<file path="src/rtl/i2cp_pkg.sv">
package i2cp_pkg;

    localparam int BYTE_W = 8;

    typedef enum logic [2:0] {
        ST_IDLE,
        ST_ADDR,
        ST_ADDR_ACK,
        ST_WR_BYTE,
        ST_WR_ACK,
        ST_RD_BYTE,
        ST_RD_ACK
    } xfer_state_t;

endpackage

</file>
<file path="src/rtl/i2cp_line_sync.sv">
module i2cp_line_sync #(
    parameter int SYNC_STAGES = 2
) (
    input  logic clk,
    input  logic rst_n,
    input  logic scl_i,
    input  logic sda_i,
    output logic scl_s_o,
    output logic sda_s_o,
    output logic scl_rise_o,
    output logic scl_fall_o,
    output logic start_o,
    output logic stop_o
);
    // index 0 is the newest sample; index SYNC_STAGES is one clock of history
    localparam int LAST = SYNC_STAGES;

    typedef struct packed {
        logic [LAST:0] scl;
        logic [LAST:0] sda;
    } sync_t;

    sync_t q, d;

    always_comb begin
        d     = q;
        d.scl = {q.scl[LAST-1:0], scl_i};
        d.sda = {q.sda[LAST-1:0], sda_i};
    end

    always_ff @(posedge clk or negedge rst_n) begin
        if (!rst_n) begin
            q <= '1;
        end else begin
            q <= d;
        end
    end

    logic scl_now, scl_old, sda_now, sda_old;

    assign scl_now = q.scl[LAST-1];
    assign scl_old = q.scl[LAST];
    assign sda_now = q.sda[LAST-1];
    assign sda_old = q.sda[LAST];

    assign scl_s_o    = scl_now;
    assign sda_s_o    = sda_now;
    assign scl_rise_o = scl_now & ~scl_old;
    assign scl_fall_o = ~scl_now & scl_old;
    assign start_o    = scl_now & scl_old & sda_old & ~sda_now;
    assign stop_o     = scl_now & scl_old & ~sda_old & sda_now;

endmodule

</file>
<file path="src/rtl/i2cp_xfer_engine.sv">
module i2cp_xfer_engine
    import i2cp_pkg::*;
#(
    parameter int         NUM_REGS    = 8,
    parameter logic [4:0] ADDR_PREFIX = 5'b10010,
    localparam int        PTR_W       = $clog2(NUM_REGS)
) (
    input  logic              clk,
    input  logic              rst_n,
    input  logic              scl_rise_i,
    input  logic              scl_fall_i,
    input  logic              start_i,
    input  logic              stop_i,
    input  logic              sda_s_i,
    input  logic [1:0]        strap_i,
    input  logic [BYTE_W-1:0] rd_data_i,
    output logic              sda_oe_o,
    output logic              wr_en_o,
    output logic [BYTE_W-1:0] wr_data_o,
    output logic [PTR_W-1:0]  ptr_o,
    output logic [1:0]        strap_o,
    output logic              strap_ok_o
);
    localparam logic [3:0] BITS_PER_BYTE = 4'd8;
    localparam logic [3:0] LAST_TX_BIT   = 4'd7;

    typedef struct packed {
        xfer_state_t       st;
        logic [3:0]        cnt;
        logic [BYTE_W-1:0] rx;
        logic [BYTE_W-1:0] tx;
        logic              rd_mode;
        logic              ptr_phase;
        logic              host_ack;
        logic              oe;
        logic [PTR_W-1:0]  ptr;
        logic [1:0]        strap;
        logic              strap_ok;
    } eng_t;

    eng_t q, d;
    logic addr_hit;
    logic wr_en;

    assign addr_hit = (q.rx[BYTE_W-1:1] == {ADDR_PREFIX, q.strap});

    always_comb begin
        d     = q;
        wr_en = 1'b0;

        if (!q.strap_ok) begin
            d.strap    = strap_i;
            d.strap_ok = 1'b1;
        end

        if (start_i) begin
            d.st  = ST_ADDR;
            d.cnt = '0;
            d.oe  = 1'b0;
        end else if (stop_i) begin
            d.st = ST_IDLE;
            d.oe = 1'b0;
        end else begin
            case (q.st)
                ST_ADDR: begin
                    if (scl_rise_i) begin
                        d.rx  = {q.rx[BYTE_W-2:0], sda_s_i};
                        d.cnt = q.cnt + 4'd1;
                    end else if (scl_fall_i && q.cnt == BITS_PER_BYTE) begin
                        if (addr_hit) begin
                            d.oe      = 1'b1;
                            d.rd_mode = q.rx[0];
                            d.st      = ST_ADDR_ACK;
                        end else begin
                            d.st = ST_IDLE;
                        end
                    end
                end
                ST_ADDR_ACK: begin
                    if (scl_fall_i) begin
                        d.cnt = '0;
                        if (q.rd_mode) begin
                            d.tx = rd_data_i;
                            d.oe = ~rd_data_i[BYTE_W-1];
                            d.st = ST_RD_BYTE;
                        end else begin
                            d.oe        = 1'b0;
                            d.ptr_phase = 1'b1;
                            d.st        = ST_WR_BYTE;
                        end
                    end
                end
                ST_WR_BYTE: begin
                    if (scl_rise_i) begin
                        d.rx  = {q.rx[BYTE_W-2:0], sda_s_i};
                        d.cnt = q.cnt + 4'd1;
                    end else if (scl_fall_i && q.cnt == BITS_PER_BYTE) begin
                        d.oe        = 1'b1;
                        d.st        = ST_WR_ACK;
                        d.ptr_phase = 1'b0;
                        if (q.ptr_phase) begin
                            d.ptr = q.rx[PTR_W-1:0];
                        end else begin
                            wr_en = 1'b1;
                            d.ptr = q.ptr + 1'b1;
                        end
                    end
                end
                ST_WR_ACK: begin
                    if (scl_fall_i) begin
                        d.oe  = 1'b0;
                        d.cnt = '0;
                        d.st  = ST_WR_BYTE;
                    end
                end
                ST_RD_BYTE: begin
                    if (scl_fall_i) begin
                        if (q.cnt == LAST_TX_BIT) begin
                            d.oe = 1'b0;
                            d.st = ST_RD_ACK;
                        end else begin
                            d.cnt = q.cnt + 4'd1;
                            d.oe  = ~q.tx[BYTE_W-2];
                            d.tx  = {q.tx[BYTE_W-2:0], 1'b0};
                        end
                    end
                end
                ST_RD_ACK: begin
                    if (scl_rise_i) begin
                        d.host_ack = ~sda_s_i;
                        if (!sda_s_i) begin
                            d.ptr = q.ptr + 1'b1;
                        end
                    end else if (scl_fall_i) begin
                        if (q.host_ack) begin
                            d.tx  = rd_data_i;
                            d.oe  = ~rd_data_i[BYTE_W-1];
                            d.cnt = '0;
                            d.st  = ST_RD_BYTE;
                        end else begin
                            d.st = ST_IDLE;
                        end
                    end
                end
                default: begin
                    d.oe = 1'b0;
                end
            endcase
        end
    end

    always_ff @(posedge clk or negedge rst_n) begin
        if (!rst_n) begin
            q    <= '0;
            q.st <= ST_IDLE;
        end else begin
            q <= d;
        end
    end

    assign sda_oe_o   = q.oe;
    assign wr_en_o    = wr_en;
    assign wr_data_o  = q.rx;
    assign ptr_o      = q.ptr;
    assign strap_o    = q.strap;
    assign strap_ok_o = q.strap_ok;

endmodule

</file>
<file path="src/rtl/i2cp_reg_store.sv">
module i2cp_reg_store
    import i2cp_pkg::*;
#(
    parameter int  NUM_REGS = 8,
    localparam int PTR_W    = $clog2(NUM_REGS)
) (
    input  logic                       clk,
    input  logic                       rst_n,
    input  logic                       wr_en_i,
    input  logic [PTR_W-1:0]           addr_i,
    input  logic [BYTE_W-1:0]          wr_data_i,
    input  logic [BYTE_W-1:0]          event_i,
    output logic [BYTE_W-1:0]          rd_data_o,
    output logic                       alert_oe_o,
    output logic [NUM_REGS*BYTE_W-1:0] regs_o
);
    logic [NUM_REGS-1:0][BYTE_W-1:0] regs_q, regs_d;
    logic [BYTE_W-1:0]               clr_mask;

    always_comb begin
        regs_d   = regs_q;
        clr_mask = (wr_en_i && addr_i == '0) ? wr_data_i : '0;
        // flags: clear by writing ones; a new event wins over a clear
        regs_d[0] = (regs_q[0] & ~clr_mask) | event_i;
        for (int i = 1; i < NUM_REGS; i++) begin
            if (wr_en_i && addr_i == PTR_W'(i)) begin
                regs_d[i] = wr_data_i;
            end
        end
    end

    always_ff @(posedge clk or negedge rst_n) begin
        if (!rst_n) begin
            regs_q <= '0;
        end else begin
            regs_q <= regs_d;
        end
    end

    assign rd_data_o  = regs_q[addr_i];
    assign alert_oe_o = |regs_q[0];
    assign regs_o     = regs_q;

endmodule

</file>
<file path="src/rtl/i2c_ptr_regfile.sv">
module i2c_ptr_regfile
    import i2cp_pkg::*;
#(
    parameter int         NUM_REGS    = 8,
    parameter logic [4:0] ADDR_PREFIX = 5'b10010,
    parameter int         SYNC_STAGES = 2
) (
    input  logic                       clk,
    input  logic                       rst_n,
    input  logic                       scl_i,
    input  logic                       sda_i,
    input  logic [1:0]                 strap_i,
    input  logic [BYTE_W-1:0]          event_i,
    output logic                       sda_oe_o,
    output logic                       alert_oe_o,
    output logic [NUM_REGS*BYTE_W-1:0] regs_o
);
    localparam int PTR_W = $clog2(NUM_REGS);

    logic              scl_s, sda_s, scl_rise, scl_fall, bus_start, bus_stop;
    logic              wr_en;
    logic [BYTE_W-1:0] wr_data, rd_data;
    logic [PTR_W-1:0]  cur_ptr;
    logic [1:0]        strap_q;
    logic              strap_ok;

    i2cp_line_sync #(
        .SYNC_STAGES(SYNC_STAGES)
    ) u_sync (
        .clk       (clk),
        .rst_n     (rst_n),
        .scl_i     (scl_i),
        .sda_i     (sda_i),
        .scl_s_o   (scl_s),
        .sda_s_o   (sda_s),
        .scl_rise_o(scl_rise),
        .scl_fall_o(scl_fall),
        .start_o   (bus_start),
        .stop_o    (bus_stop)
    );

    i2cp_xfer_engine #(
        .NUM_REGS   (NUM_REGS),
        .ADDR_PREFIX(ADDR_PREFIX)
    ) u_eng (
        .clk       (clk),
        .rst_n     (rst_n),
        .scl_rise_i(scl_rise),
        .scl_fall_i(scl_fall),
        .start_i   (bus_start),
        .stop_i    (bus_stop),
        .sda_s_i   (sda_s),
        .strap_i   (strap_i),
        .rd_data_i (rd_data),
        .sda_oe_o  (sda_oe_o),
        .wr_en_o   (wr_en),
        .wr_data_o (wr_data),
        .ptr_o     (cur_ptr),
        .strap_o   (strap_q),
        .strap_ok_o(strap_ok)
    );

    i2cp_reg_store #(
        .NUM_REGS(NUM_REGS)
    ) u_regs (
        .clk       (clk),
        .rst_n     (rst_n),
        .wr_en_i   (wr_en),
        .addr_i    (cur_ptr),
        .wr_data_i (wr_data),
        .event_i   (event_i),
        .rd_data_o (rd_data),
        .alert_oe_o(alert_oe_o),
        .regs_o    (regs_o)
    );

endmodule

</file>
<file path="config.mk">
export PLATFORM = sky130hd
export DESIGN_NAME = i2c_ptr_regfile
export DESIGN_NICKNAME = d
export VERILOG_FILES = /design/src/rtl/i2cp_pkg.sv /design/src/rtl/i2cp_line_sync.sv /design/src/rtl/i2cp_xfer_engine.sv /design/src/rtl/i2cp_reg_store.sv /design/src/rtl/i2c_ptr_regfile.sv
export SDC_FILE = /design/constraint.sdc
export NUM_CORES = 1
export LEC_CHECK = 0
export ABC_AREA = 1
export BUFFER_PORTS_ARGS = -buffer_cell sky130_fd_sc_hd__buf_2
export CAP_MARGIN = 20
export CELL_PAD_IN_SITES_DETAIL_PLACEMENT = 1
export CELL_PAD_IN_SITES_GLOBAL_PLACEMENT = 2
export CORE_UTILIZATION = 35
export DETAILED_ROUTE_END_ITERATION = 16
export GPL_TIMING_DRIVEN = 1
export PLACE_DENSITY = 0.91
export RECOVER_POWER = 50
export REMOVE_ABC_BUFFERS = 1
export SLEW_MARGIN = 15
export SYNTH_ARGS = -nofsm -noshare
export SYNTH_HDL_FRONTEND = slang
export SYNTH_HIERARCHICAL = 1
export SYNTH_SLANG_ARGS = --single-unit
</file>
<file path="constraint.sdc">
create_clock -name clk -period 4.9 [get_ports clk]
set_input_delay 0.245 -clock clk [delete_from_list [all_inputs] [get_ports clk]]
set_output_delay 0.245 -clock clk [all_outputs]
set_load 0.02 [all_outputs]
</file>
After elaboration in Yosys (flattened, before gate mapping)
Index checks and enable logic that the tools add are counted.
{"block": "word_totals", "wordCells": 186, "reg_bits": 103, "in_bits": 14}
{"block": "classes", "n_bitwise": 19, "n_lt_le_gt_ge": 1, "mux": 69, "n_addsub": 2, "reduce_logical": 26, "eq_ne": 48}
{"op": "2-to-1 mux 8 bit", "count": 10}
{"op": "2-to-1 mux 7 bit", "count": 6}
{"op": "one-hot mux 7 bit (6 select lines)", "count": 1}
{"op": "inequality test 4 x 3 -> 1 bit (second input constant)", "count": 9}
{"op": "2-to-1 mux 3 bit", "count": 11}
{"op": "2-to-1 mux 1 bit", "count": 29}
{"op": "binary-select mux 8 bit (select 3 bit)", "count": 1}
{"op": "one-hot mux 8 bit (3 select lines)", "count": 1}
{"op": "2-to-1 mux 23 bit", "count": 1}
{"op": "AND reduction 11 bit", "count": 2}
{"op": "== test 3 bit (second input constant)", "count": 7}
{"op": "2-to-1 mux 4 bit", "count": 4}
{"op": "inequality test 3 x 2 -> 1 bit (second input constant)", "count": 5}
{"op": "inequality test 2 bit (second input constant)", "count": 7}
{"op": "AND reduction 7 bit", "count": 2}
{"op": "== test 3 x 2 -> 1 bit (second input constant)", "count": 4}
{"op": "2-to-1 mux 12 bit", "count": 1}
{"op": "inequality test 2 x 1 -> 1 bit (second input constant)", "count": 6}
{"op": "inequality test 4 bit (second input constant)", "count": 3}
{"op": "AND reduction 10 bit", "count": 1}
{"op": "logical AND 1 bit", "count": 9}
{"op": "NOT 1 bit", "count": 9}
{"op": "AND reduction 9 bit", "count": 1}
{"op": "bitwise AND 8 bit", "count": 1}
{"op": "other kinds (24)", "count": 34}

Longest topological paths before layout
Gate-level depths: netlist of run 1.
{"block": "depth", "depth_word": 13, "ltp_mapped": 15, "ltp_nobuf": 12}

By module
The synthesis of run 1 kept the hierarchy.
{"module": "i2cp_reg_store", "cells_per_inst": 423, "area_each_um2": 3158.0, "n_inst": 1}
{"module": "i2cp_xfer_engine", "cells_per_inst": 290, "area_each_um2": 2105.8, "n_inst": 1}
{"module": "i2cp_line_sync", "cells_per_inst": 17, "area_each_um2": 198.9, "n_inst": 1}

Worst setup path before layout of run 1
OpenSTA, ideal clock, no wires.
{"block": "synth_path", "path_kind": "register -> register", "from": "register u_sync/q[5] (netlist bit)", "to": "register u_regs.regs_q, in the netlist u_regs/regs_o[53]", "setup_slack_ps": 2805, "arrival_time_ps": 1967, "period_less_slack_ps": 2095, "n_path_buf": 1, "setup_ps": 128, "stages_incl_launch_ff": 13, "required_time_ps": 4772, "cell_sequence": "dfstp_2 -> inv_1 -> nor2_1 -> nand2_1 -> nor3_1 -> nand3_1 -> nor3_1 -> nand2_1 -> inv_1 -> nand2_1 -> buf_2 -> nand2_1 -> o21ai_0"}
{"block": "synth_via", "elab_chain_len": 8}
{"element": "start: declaration", "line": "i2cp_line_sync.sv:23", "rtl": "sync_t q, d;"}
{"element": "start signal: assignment", "line": "i2cp_line_sync.sv:33", "rtl": "q <= '1;"}
{"element": "start signal: assignment", "line": "i2cp_line_sync.sv:35", "rtl": "q <= d;"}
{"element": "bitwise AND 1 bit", "line": "i2cp_line_sync.sv:49", "rtl": "assign scl_fall_o = ~scl_now & scl_old;"}
{"element": "net scl_fall", "line": "i2c_ptr_regfile.sv:20", "rtl": "logic scl_s, sda_s, scl_rise, scl_fall, bus_start, bus_stop;"}
{"element": "logical AND 1 bit", "line": "i2cp_xfer_engine.sv:97", "rtl": "end else if (scl_fall_i && q.cnt == BITS_PER_BYTE) begin"}
{"element": "2-to-1 mux 1 bit", "line": "i2cp_xfer_engine.sv:97"}
{"element": "2-to-1 mux 1 bit", "line": "i2cp_xfer_engine.sv:94", "rtl": "if (scl_rise_i) begin"}
{"element": "2-to-1 mux 1 bit", "line": "i2cp_xfer_engine.sv:64", "rtl": "case (q.st)"}
{"element": "2-to-1 mux 1 bit", "line": "i2cp_xfer_engine.sv:60", "rtl": "end else if (stop_i) begin"}
{"element": "2-to-1 mux 1 bit", "line": "i2cp_xfer_engine.sv:56", "rtl": "if (start_i) begin"}
{"element": "net wr_en", "line": "i2c_ptr_regfile.sv:21", "rtl": "logic wr_en;"}
{"element": "logical AND 1 bit", "line": "i2cp_reg_store.sv:26", "rtl": "if (wr_en_i && addr_i == PTR_W'(i)) begin"}
{"element": "end signal: assignment", "line": "i2cp_reg_store.sv:36", "rtl": "regs_q <= regs_d;"}
{"element": "end: declaration", "line": "i2cp_reg_store.sv:17", "rtl": "logic [NUM_REGS-1:0][BYTE_W-1:0] regs_q, regs_d;"}
The timed path passes the listed nets, and every way through them passes these cells.
A chain may end at the register's enable or synchronous reset.

==> metrics.csv, run 1 <==
stage;metric;value;unit
pwr;p_sw_share;28.2;%
finish;fin_area;6090;µm²
die;initial_utilization;35.8;%
sta;finalWorstSetupSlack;1.59;ns
die;rows;45;
global_routing;antenna_found_initial;0;
logic_synthesis;syn_area;5450;µm²
setup_path;cp.required;4.84;ns
placed_design;dpl_worst_slack;2.16;ns
pwr;combPwrFrac;10.9;%
clock_tree;cts_sinks;102;
setup_path;crit_path_start_kind;primary input;
sta;hold_slack;0.0756;ns
global_routing;grt_pass1_wl;26300;µm
die;pin_count;80;
finish;final_util;40.0;%
detailed_routing;routed_wl;15900;µm
clock_tree;cts_tree;built;
finish;nNetsFinal;805;
setup_path;worst-setup-path-type;primary input to asynchronous set/reset pin;
finish;drive_gt1_share;8.71;%
pwr;p_sw;0.000518;W
die;core_area;15200;µm²
pwr;p_seq_share;50.6;%
sta;max_slew_margin;-64.5;%
clock_tree;cts_setup_buffers;0;
clock_tree;numCtsBuffers;9;
detailed_routing;vias_per_cell;5.00;
sta;fmax;0.302;GHz
finish;num_antenna_cells;0;
die;die_h;127;µm
sta;tightestPinTransition;2.47;ns
clock_tree;root_buffer;clkbuf_16;
sta;final.setup.tns;0;ns
logic_synthesis;syn_inst;728;
detailed_routing;first_pass_iters;4;
setup_path;cp-end-kind;asynchronous set/reset pin;
global_routing;track_usage;21.2;%
global_routing;grt_max_degree;60;
detailed_routing;wl_per_cell;16.2;µm
sta;fin_crit;3.31;ns
sta;skew;0.00591;ns
clock_tree;clk_pin_slew;0.07;ns
clock_tree;htree_levels;3;
placed_design;gp_congestion;0.852;
pwr;vdd_drop_max;144;µV
sta;setup_viol;0;
pwr;p_int;0.00132;W
outcome;violations;max-capacitance violations, max-slew violations;
logic_synthesis;synth.avg_cell_area;7.48;µm²
sta;rsz0062_at_grt;no;
setup_path;cp_data_arrival_time;3.26;ns
placed_design;portBuffers;79;
placed_design;hpwlAfterDp;11500;µm
global_routing;grt_pass1_vias;4983;
outcome;status;complete, but fails checks;
setup_path;crit_fanout;59;
logic_synthesis;ys_warn_count;6;
sta;post-route-period-util;67.6;%
pwr;p_clk_share;38.5;%
detailed_routing;ant_nets;0;
clock_tree;clk_latency;0.35;ns
detailed_routing;drt_iter0_markers;172;
global_routing;overflow;0;
die;die_width;127;µm
sta;hold_viol_final;0;
job;maxCapViolations;1;
placed_design;place_area;5860;µm²
finish;syn_to_final_growth;11.7;%
sta;drv_slew;45;
clock_tree;clockBufferDepth;2;
worst_hold_path;hold_class;primary input to flop;
detailed_routing;drc;0;
die;die-area;16100;µm²
detailed_routing;vias;4900;
pwr;p_leak;3.00;nW
pwr;power.density;302;nW/µm²
-- power by group through the flow --
stage | clock network, W | logic (W) | registers [W]
CTS | 0.000725 | 0.000207 | 0.000930
finish | 0.000707 | 0.000201 | 0.000929
global route | 0.000755 | 0.000236 | 0.000935
floorplan | 0 | 0.000122 | 0.000927
global placement | 0 | 0.000196 | 0.000940
detailed placement | 0 | 0.000204 | 0.000944
-- per-stage QoR --
| stage | total power, W | cells |
|---|---|---|
| floorplan | 0.00105 | 692 |
| global placement | 0.00114 | 962 |
| detailed placement | 0.00115 | 962 |
| CTS | 0.00186 | 980 |
| global route | 0.00193 | 980 |
| finish | 0.00184 | 980 |
-- flip-flops by register name, indices dropped and copies added (netlist names) --
name / cells
u_eng/strap_ok_o: 1
u_sync/d: 2
u_eng/ptr_o: 3
u_eng/sda_oe_o: 1
u_sync/sda_s_o: 1
u_eng/wr_data_o: 8
u_eng/q: 17
u_sync/q: 2
u_regs/regs_o: 64
u_eng/strap_o: 2
u_sync/scl_s_o: 1
-- routing by layer --
layer  part of all wire [%]  vias up  global-route usage (%)
met2                     47       72                    34.3
li1                       -     2394                       -
met3                    3.1       18                    2.70
met5                      0        -                       0
met4                    1.6        0                    7.98
met1                     48     2416                    29.0
-- cell type report --
cell class | count | area (µm²)
fillers | 1936 | 9110
flip-flops and latches | 102 | 2560
multi-input cells | 525 | 2390
repair buffers | 85 | 364
clock buffers | 13 | 270
inverters | 65 | 246
well taps | 188 | 235
clock inverters | 2 | 16.3
-- cell usage in the layout (no fill, tap or decap), drive strengths merged, types with 3 or more instances in the layout --
cell type	n
a21oi	10
buf	15
clkbuf	80
dfrtp	96
dfstp	6
dlygate4sd3	3
ha	3
inv	65
mux2i	6
nand2	321
nand3	25
nand4	4
nor2	39
nor3	5
o21ai	101
xnor2	3
-- what timing repair did --
item,CTS,global route
hold endpoints to repair,19,0
hold buffers,3,0
resized for setup,0,0
-- critical path: stages --
cell           delay (ns)
dlygate4sd3_1        0.52
buf_4                0.59
clkbuf_1             1.81
-- path summary, 6_finish.rpt --
check / endpoint / startpoint / depth (start not counted) / slack [ns]
worst min register to register: u_sync/scl_s_o / u_sync/d[4] / 0 / 0.36
worst max-delay path: u_regs/regs_o[3] / rst_n / 3 / 1.59
worst min-delay path: u_regs/regs_o[1] / event_i[1] / 3 / 0.08
worst max register to register: u_regs/regs_o[63] / u_sync/sda_s_o / 9 / 2.16
min in group asynchronous: u_eng/q[26] / rst_n / 2 / 0.49
max in group clk: u_regs/regs_o[63] / u_sync/sda_s_o / 9 / 2.16
Note: power is estimated with default switching activity, not from simulation.
==> run 2, diff against run 1 <==
Settings changed: CORE_UTILIZATION 35 to 33, PLACE_DENSITY 0.91 to 0.87.
Clock period 4.9 ns to 3.3 ns, I/O delays scaled along.
==> run 2 against run 1 <==
Highest routed layer unchanged. Sequential share of layout area shrank 1.2 points. Clock power grew 75%. Critical path depth is 9 higher. Combinational power up 53%. Non-clock buffer count is 9 higher. Global-route usage shrank 0.096 points. Clock skew grew 0.0048 ns. The flow now finishes without violations. Cell area increased by 2.8%.
==> metrics.csv, run 2 (synthesis results as in run 1) <==
stage;metric;value;unit;change
setup_path;cp-end-kind;flop;;was asynchronous set/reset pin
die;die-area;17000;µm²;was 16,100 µm²
setup_path;cp-startpoint;u_sync/sda_s_o;;was rst_n
pwr;finalPower;0.00293;W;was 0.00184 W
finish;stdcell_count;1018;;was 980
clock_tree;clockBufferDepth;2;;unchanged
pwr;combPwrFrac;10.5;%;was 10.9%
pwr;p_sw_share;27.0;%;was 28.2%
die;initial_utilization;34.0;%;was 35.8%
sta;tightestPinTransition;1.39;ns;was 2.47 ns
detailed_routing;drt_iter0_markers;202;;was 172
detailed_routing;vias_per_cell;4.84;;was 5.00
finish;fillers;2063;;was 1,936
sta;fin_crit;2.62;ns;
detailed_routing;wl_per_cell;16.2;µm;about the same
finish;largest_reg_flops;64;;unchanged
finish;final_cell_mix;nand2_1 (313), dfrtp_1 (96), o21ai_0 (86);;unchanged
placed_design;gp_congestion;0.817;;was 0.852
worst_hold_path;hold_class;primary input to flop;;unchanged
die;rows;46;;was 45
global_routing;grt_max_degree;56;;was 60
finish;drive_gt1_share;9.10;%;was 8.71%
placed_design;hpwlAfterDp;11800;µm;was 11,500 µm
pwr;p_seq_share;47.0;%;was 50.6%
clock_tree;numCtsBuffers;9;;unchanged
pwr;power.density;468;nW/µm²;was 302 nW/µm²
sta;max_slew_margin;7.20;%;was -64.5%
placed_design;portBuffers;79;;unchanged
pwr;vdd_drop_max;235;µV;was 144 µV
pwr;p_clk_share;42.5;%;was 38.5%
die;core_area;16000;µm²;was 15,200 µm²
sta;rsz0062_at_grt;no;;unchanged
global_routing;grt_pass1_wl;27200;µm;was 26,300 µm
finish;nNetsFinal;814;;was 805
detailed_routing;first_pass_iters;4;;unchanged
finish;layout_commonest_cell;nand2_1;;unchanged
global_routing;antenna_found_initial;0;;unchanged
pwr;p_leak;3.07;nW;was 3.00 nW
clock_tree;clk_pin_slew;0.07;ns;about the same
sta;final.setup.tns;0;ns;unchanged
global_routing;grt_pass1_vias;5121;;was 4,983
placed_design;dpl_worst_slack;0.731;ns;was 2.16 ns
pwr;p_int;0.00214;W;was 0.00132 W
setup_path;cp.required;3.51;ns;was 4.84 ns
sta;finalWorstSetupSlack;0.679;ns;was 1.59 ns
finish;multi_input_area;2390;µm²;unchanged
clock_tree;cts_sinks;102;;unchanged
sta;fmax;0.382;GHz;
setup_path;worst-setup-path-type;flop to flop;;was primary input to asynchronous set/reset pin
die;pin_count;80;;unchanged
sta;drv_slew;0;;was 45
clock_tree;cts_tree;built;;unchanged
die;die_h;130;µm;was 127 µm
setup_path;r2r-start;u_sync/sda_s_o;;unchanged
finish;regArea;2560;µm²;unchanged
setup_path;reg2reg_slack;0.68;ns;was 2.16 ns
die;die_width;130;µm;was 127 µm
global_routing;track_usage;21.1;%;was 21.2%
clock_tree;htree_levels;3;;unchanged
clock_tree;clk_latency;0.36;ns;was 0.35 ns
placed_design;dp.cells;992;;was 962
finish;num_antenna_cells;0;;unchanged
detailed_routing;drc;0;;unchanged
detailed_routing;routed_wl;16500;µm;was 15,900 µm
finish;syn_to_final_growth;14.9;%;was 11.7%
sta;setup_viol;0;;unchanged
sta;hold_viol_final;0;;unchanged
outcome;status;completed;;was complete, but fails checks
sta;post-route-period-util;79.4;%;
worst_hold_path;holdCritStartpoint;event_i[4];;was event_i[1]
setup_path;crit_fanout;16;;was 59
job;maxCapViolations;0;;was 1
global_routing;overflow;0;;unchanged
setup_path;crit_path_start_kind;flop;;was primary input
pwr;p_sw;0.000790;W;was 0.000518 W
detailed_routing;ant_nets;0;;unchanged
clock_tree;root_buffer;clkbuf_16;;unchanged
detailed_routing;vias;4923;;was 4,900
sta;skew;0.0107;ns;was 0.00591 ns
setup_path;cp_data_arrival_time;2.83;ns;was 3.26 ns
-- run 2: worst max-delay path, stage by stage, from the launching register on --
cell and delay [ns]:
dfstp_1 0.63, inv_1 0.06, nand2_1 0.06, nor2_1 0.10, nor2_2 0.12, buf_4 0.22, nand3_1 0.13, nor3_1 0.28
nand2_1 0.16, inv_1 0.17, nand2_1 0.29, nand2_1 0.15, o21ai_0 0.11
-- run 2: area by class of cell --
cell class              count  area share [%]
clock inverters             5            1.70
repair buffers             94            7.18
clock buffers              11            3.72
well taps                 216            4.32
flip-flops and latches    102            40.9
inverters                  65            3.94
multi-input cells         525            38.3
-- run 2: what timing repair did --
item / 4_1_cts / 5_1_grt
endpoints found under the hold margin: 57 / 0
hold buffers: 10 / 0
buffers inserted: 0 / 0
gates resized for setup: 0 / 0
-- run 2: layer usage --
metal  vias to the layer above  GRT usage [%]  part of all wire [%]
met5                         -              0                     0
met4                         0           6.36                   1.6
met3                        16           3.09                   3.0
met2                        78           35.3                    48
met1                      2423           28.2                    48
li1                       2406              -                     -
-- run 2: worst paths after layout --
check                                          to  cells after the start
worst max-delay path            u_regs/regs_o[53]                     12
worst max register to register  u_regs/regs_o[53]                     12
worst min register to register     u_sync/scl_s_o                      0
max in group asynchronous             u_eng/q[30]                      3
worst min-delay path             u_regs/regs_o[4]                      3
min in group asynchronous       u_regs/regs_o[47]                      2
-- run 2: through the flow --
step	cell area (µm²)	hold slack [ns]	util (%)
global route	6260	0.0170	39.1
detailed placement	5920	0.272	37.0
finish	6260	0.0187	39.1
global placement	5920	0.266	37.0
CTS	6360	0.0116	39.7
floorplan	5200	-0.131	-
-- run 2: power groups by stage --
stage          logic, W  registers, W  clock network (W)
2_1_floorplan  0.000181       0.00138                  0
3_3_place_gp   0.000298       0.00140                  0
3_5_place_dp   0.000309       0.00140                  0
4_1_cts        0.000320       0.00138            0.00127
5_1_grt        0.000357       0.00139            0.00133
6_report       0.000308       0.00138            0.00124
==> run 3, diff against run 2 <==
Settings changed: CORE_UTILIZATION 33 to 30, PLACE_DENSITY 0.87 to 0.84.
Clock period 3.3 ns to 2.3 ns, I/O delays scaled along.
==> run 3 against run 2 <==
The flow now finishes with violations (max-capacitance violations, max-slew violations). Wire length about the same. Cell area grew 5.3%. Clock skew fell by 0.0024 ns. First-iteration DRC count up 7.9%. Clock-buffer cell count fell by 2. Setup slack worse by 0.53 ns. Sequential share of layout area fell by 2.1 points. Sequential power is 41% higher. Critical endpoint is now u_regs/regs_o[40]. Largest power group unchanged. Highest routed layer unchanged.
==> metrics.csv, run 3 (synthesis results as in run 1) <==
stage;metric;value;unit;change
setup_path;path_delay_family;simple AND/OR/NAND/NOR gates;;unchanged
finish;syn_to_final_growth;21.0;%;was 14.9%
sta;setup_viol;0;;unchanged
detailed_routing;vias;5022;;was 4,923
sta;hold_slack;0.0414;ns;was 0.0187 ns
setup_path;worst-setup-path-type;flop to flop;;unchanged
setup_path;slowest_delay;0.54;ns;was 0.63 ns
finish;nNetsFinal;846;;was 814
detailed_routing;routed_wl;16500;µm;about the same
global_routing;track_usage;19.1;%;was 21.1%
setup_path;crit_path_start_kind;flop;;unchanged
global_routing;antenna_found_initial;0;;unchanged
setup_path;path_buf_inv;4;;was 3
finish;layout_commonest_cell;nand2_1;;unchanged
sta;fmax;0.466;GHz;was 0.382 GHz
detailed_routing;first_pass_iters;4;;unchanged
die;core_area;17500;µm²;was 16,000 µm²
sta;finalWorstSetupSlack;0.154;ns;was 0.679 ns
die;die_width;137;µm;was 130 µm
clock_tree;root_buffer;clkbuf_16;;unchanged
placed_design;portBuffers;79;;unchanged
setup_path;cp_slowest_cell;dfstp_2;;was dfstp_1
finish;fillers;2213;;was 2,063
clock_tree;clk_pin_slew;0.08;ns;was 0.07 ns
die;pin_count;80;;unchanged
placed_design;gp_congestion;0.811;;was 0.817
sta;skew;0.00836;ns;was 0.0107 ns
sta;hold_viol_final;0;;unchanged
outcome;violations;max-capacitance violations, max-slew violations;;
sta;post-route-period-util;93.3;%;was 79.4%
sta;fin_crit;2.15;ns;was 2.62 ns
sta;tightestPinTransition;1.52;ns;was 1.39 ns
outcome;status;complete, but fails checks;;was completed
die;die-area;18700;µm²;was 17,000 µm²
die;rows;48;;was 46
clock_tree;numCtsBuffers;9;;unchanged
detailed_routing;drt_iter0_markers;218;;was 202
finish;drive_gt1_share;18.9;%;was 9.10%
pwr;p_leak;3.42;nW;was 3.07 nW
setup_path;reg2reg_slack;0.15;ns;was 0.68 ns
clock_tree;clk_latency;0.36;ns;about the same
finish;num_antenna_cells;0;;unchanged
detailed_routing;wl_per_cell;15.5;µm;was 16.2 µm
sta;max_slew_margin;-1.26;%;was 7.20%
detailed_routing;vias_per_cell;4.74;;was 4.84
placed_design;hpwlAfterDp;12100;µm;was 11,800 µm
clock_tree;cts_sinks;102;;unchanged
clock_tree;cts_tree;built;;unchanged
sta;drv_slew;26;;was 0
pwr;power.density;616;nW/µm²;was 468 nW/µm²
detailed_routing;drc;0;;unchanged
die;initial_utilization;31.1;%;was 34.0%
placed_design;dpl_worst_slack;0.0328;ns;was 0.731 ns
global_routing;overflow;0;;unchanged
clock_tree;htree_levels;3;;unchanged
setup_path;path_cells;inv_1 > nor2_2 > nand2_1 > nor3_2 > nand3_2 > nor3_2 > buf_4 > nand2_1 > inv_2 > buf_4 > nand2_4 > nand2_1 > o21ai_0;;was inv_1 > nand2_1 > nor2_1 > nor2_2 > buf_4 > nand3_1 > nor3_1 > nand2_1 > inv_1 > nand2_1 > nand2_1 > o21ai_0
die;die_h;137;µm;was 130 µm
finish;largest_reg_flops;64;;unchanged
clock_tree;clockBufferDepth;2;;unchanged
setup_path;cpMostUsedCell;nand2_1;;unchanged
pwr;vdd_drop_max;351;µV;was 235 µV
worst_hold_path;hold_class;primary input to flop;;unchanged
global_routing;grt_pass1_vias;5102;;was 5,121
setup_path;cp.required;2.53;ns;was 3.51 ns
setup_path;cp-end-kind;flop;;unchanged
global_routing;grt_max_degree;41;;was 56
finish;final_cell_mix;nand2_1 (312), dfrtp_1 (96), o21ai_0 (81);;was nand2_1 (313), dfrtp_1 (96), o21ai_0 (86)
setup_path;cp_data_arrival_time;2.37;ns;was 2.83 ns
detailed_routing;ant_nets;0;;unchanged
global_routing;grt_pass1_wl;27300;µm;was 27,200 µm
job;maxCapViolations;1;;was 0
setup_path;crit_fanout;16;;unchanged
sta;rsz0062_at_grt;yes;;was no
[run 3: changes by cell type in the layout (fill, tap and decap cells not counted), sizes merged]
cell / previous run / this run
buf: 17 / 93
bufinv: 3 / 1
clkbuf: 78 / 30
clkinv: 1 / 3
clkinvlp: 0 / 1
dlygate4sd3: 10 / 12
inv: 66 / 67
[run 3: metrics by stage]
stage	std cells	total power (W)	setup TNS, ns	utilization (%)	cell area [µm²]
final	1059	0.00406	0	37.6	6590
after global routing	1059	0.00427	-0.182	37.6	6590
after CTS	1058	0.00412	0	37.6	6590
after detailed placement	1030	0.00250	0	35.2	6170
after global placement	1030	0.00250	0	35.2	6170
after floorplan	692	0.00224	0	-	5200
[run 3: final timing paths]
kind                                   from                 to  cells past startpoint
worst max-delay path            u_sync/q[5]  u_regs/regs_o[40]                     13
min in group asynchronous             rst_n  u_regs/regs_o[13]                      2
worst min register to register  u_sync/d[4]     u_sync/scl_s_o                      0
max in group asynchronous             rst_n        u_sync/q[5]                      3
worst min-delay path             strap_i[1]   u_eng/strap_o[1]                      3
worst max register to register  u_sync/q[5]  u_regs/regs_o[40]                     13
[run 3: layout make-up]
| type | count | area (µm²) | share of cell area (%) |
|---|---|---|---|
| multi-input cells | 525 | 2420 | 36.8 |
| repair buffers | 126 | 783 | 11.9 |
| clock buffers | 9 | 225 | 3.42 |
| clock inverters | 7 | 72.6 | 1.10 |
| flip-flops and latches | 102 | 2560 | 38.8 |
| well taps | 225 | 282 | 4.27 |
| inverters | 65 | 246 | 3.74 |
[run 3: worst min-delay path: stages]
cell and delay [ns]:
buf_2 0.10, nor2_1 0.09, a21oi_1 0.05
[run 3: per-layer routing]
| metal | GRT usage, % | wire [µm] | vias up |
|---|---|---|---|
| met5 | 0 | 0 | - |
| met4 | 5.49 | 221 | 0 |
| met3 | 2.89 | 457 | 17 |
| met2 | 30.6 | 7760 | 77 |
| met1 | 26.6 | 8020 | 2449 |
| li1 | - | - | 2479 |
[run 3: what timing repair did]
action,4_1_cts,5_1_grt
hold buffers,12,0
endpoints found under the setup margin,0,64
endpoints found under the hold margin,34,0
gates resized for setup,0,13
buffers inserted,0,1
[run 3: power breakdown]
group / leakage (nW) / switching (W) / internal, W / total, W
Clock: 0.147 / 0.000730 / 0.000851 / 0.00158
Sequential: 1.35 / 0.0000707 / 0.00187 / 0.00194
Combinational: 1.92 / 0.000360 / 0.000181 / 0.000540
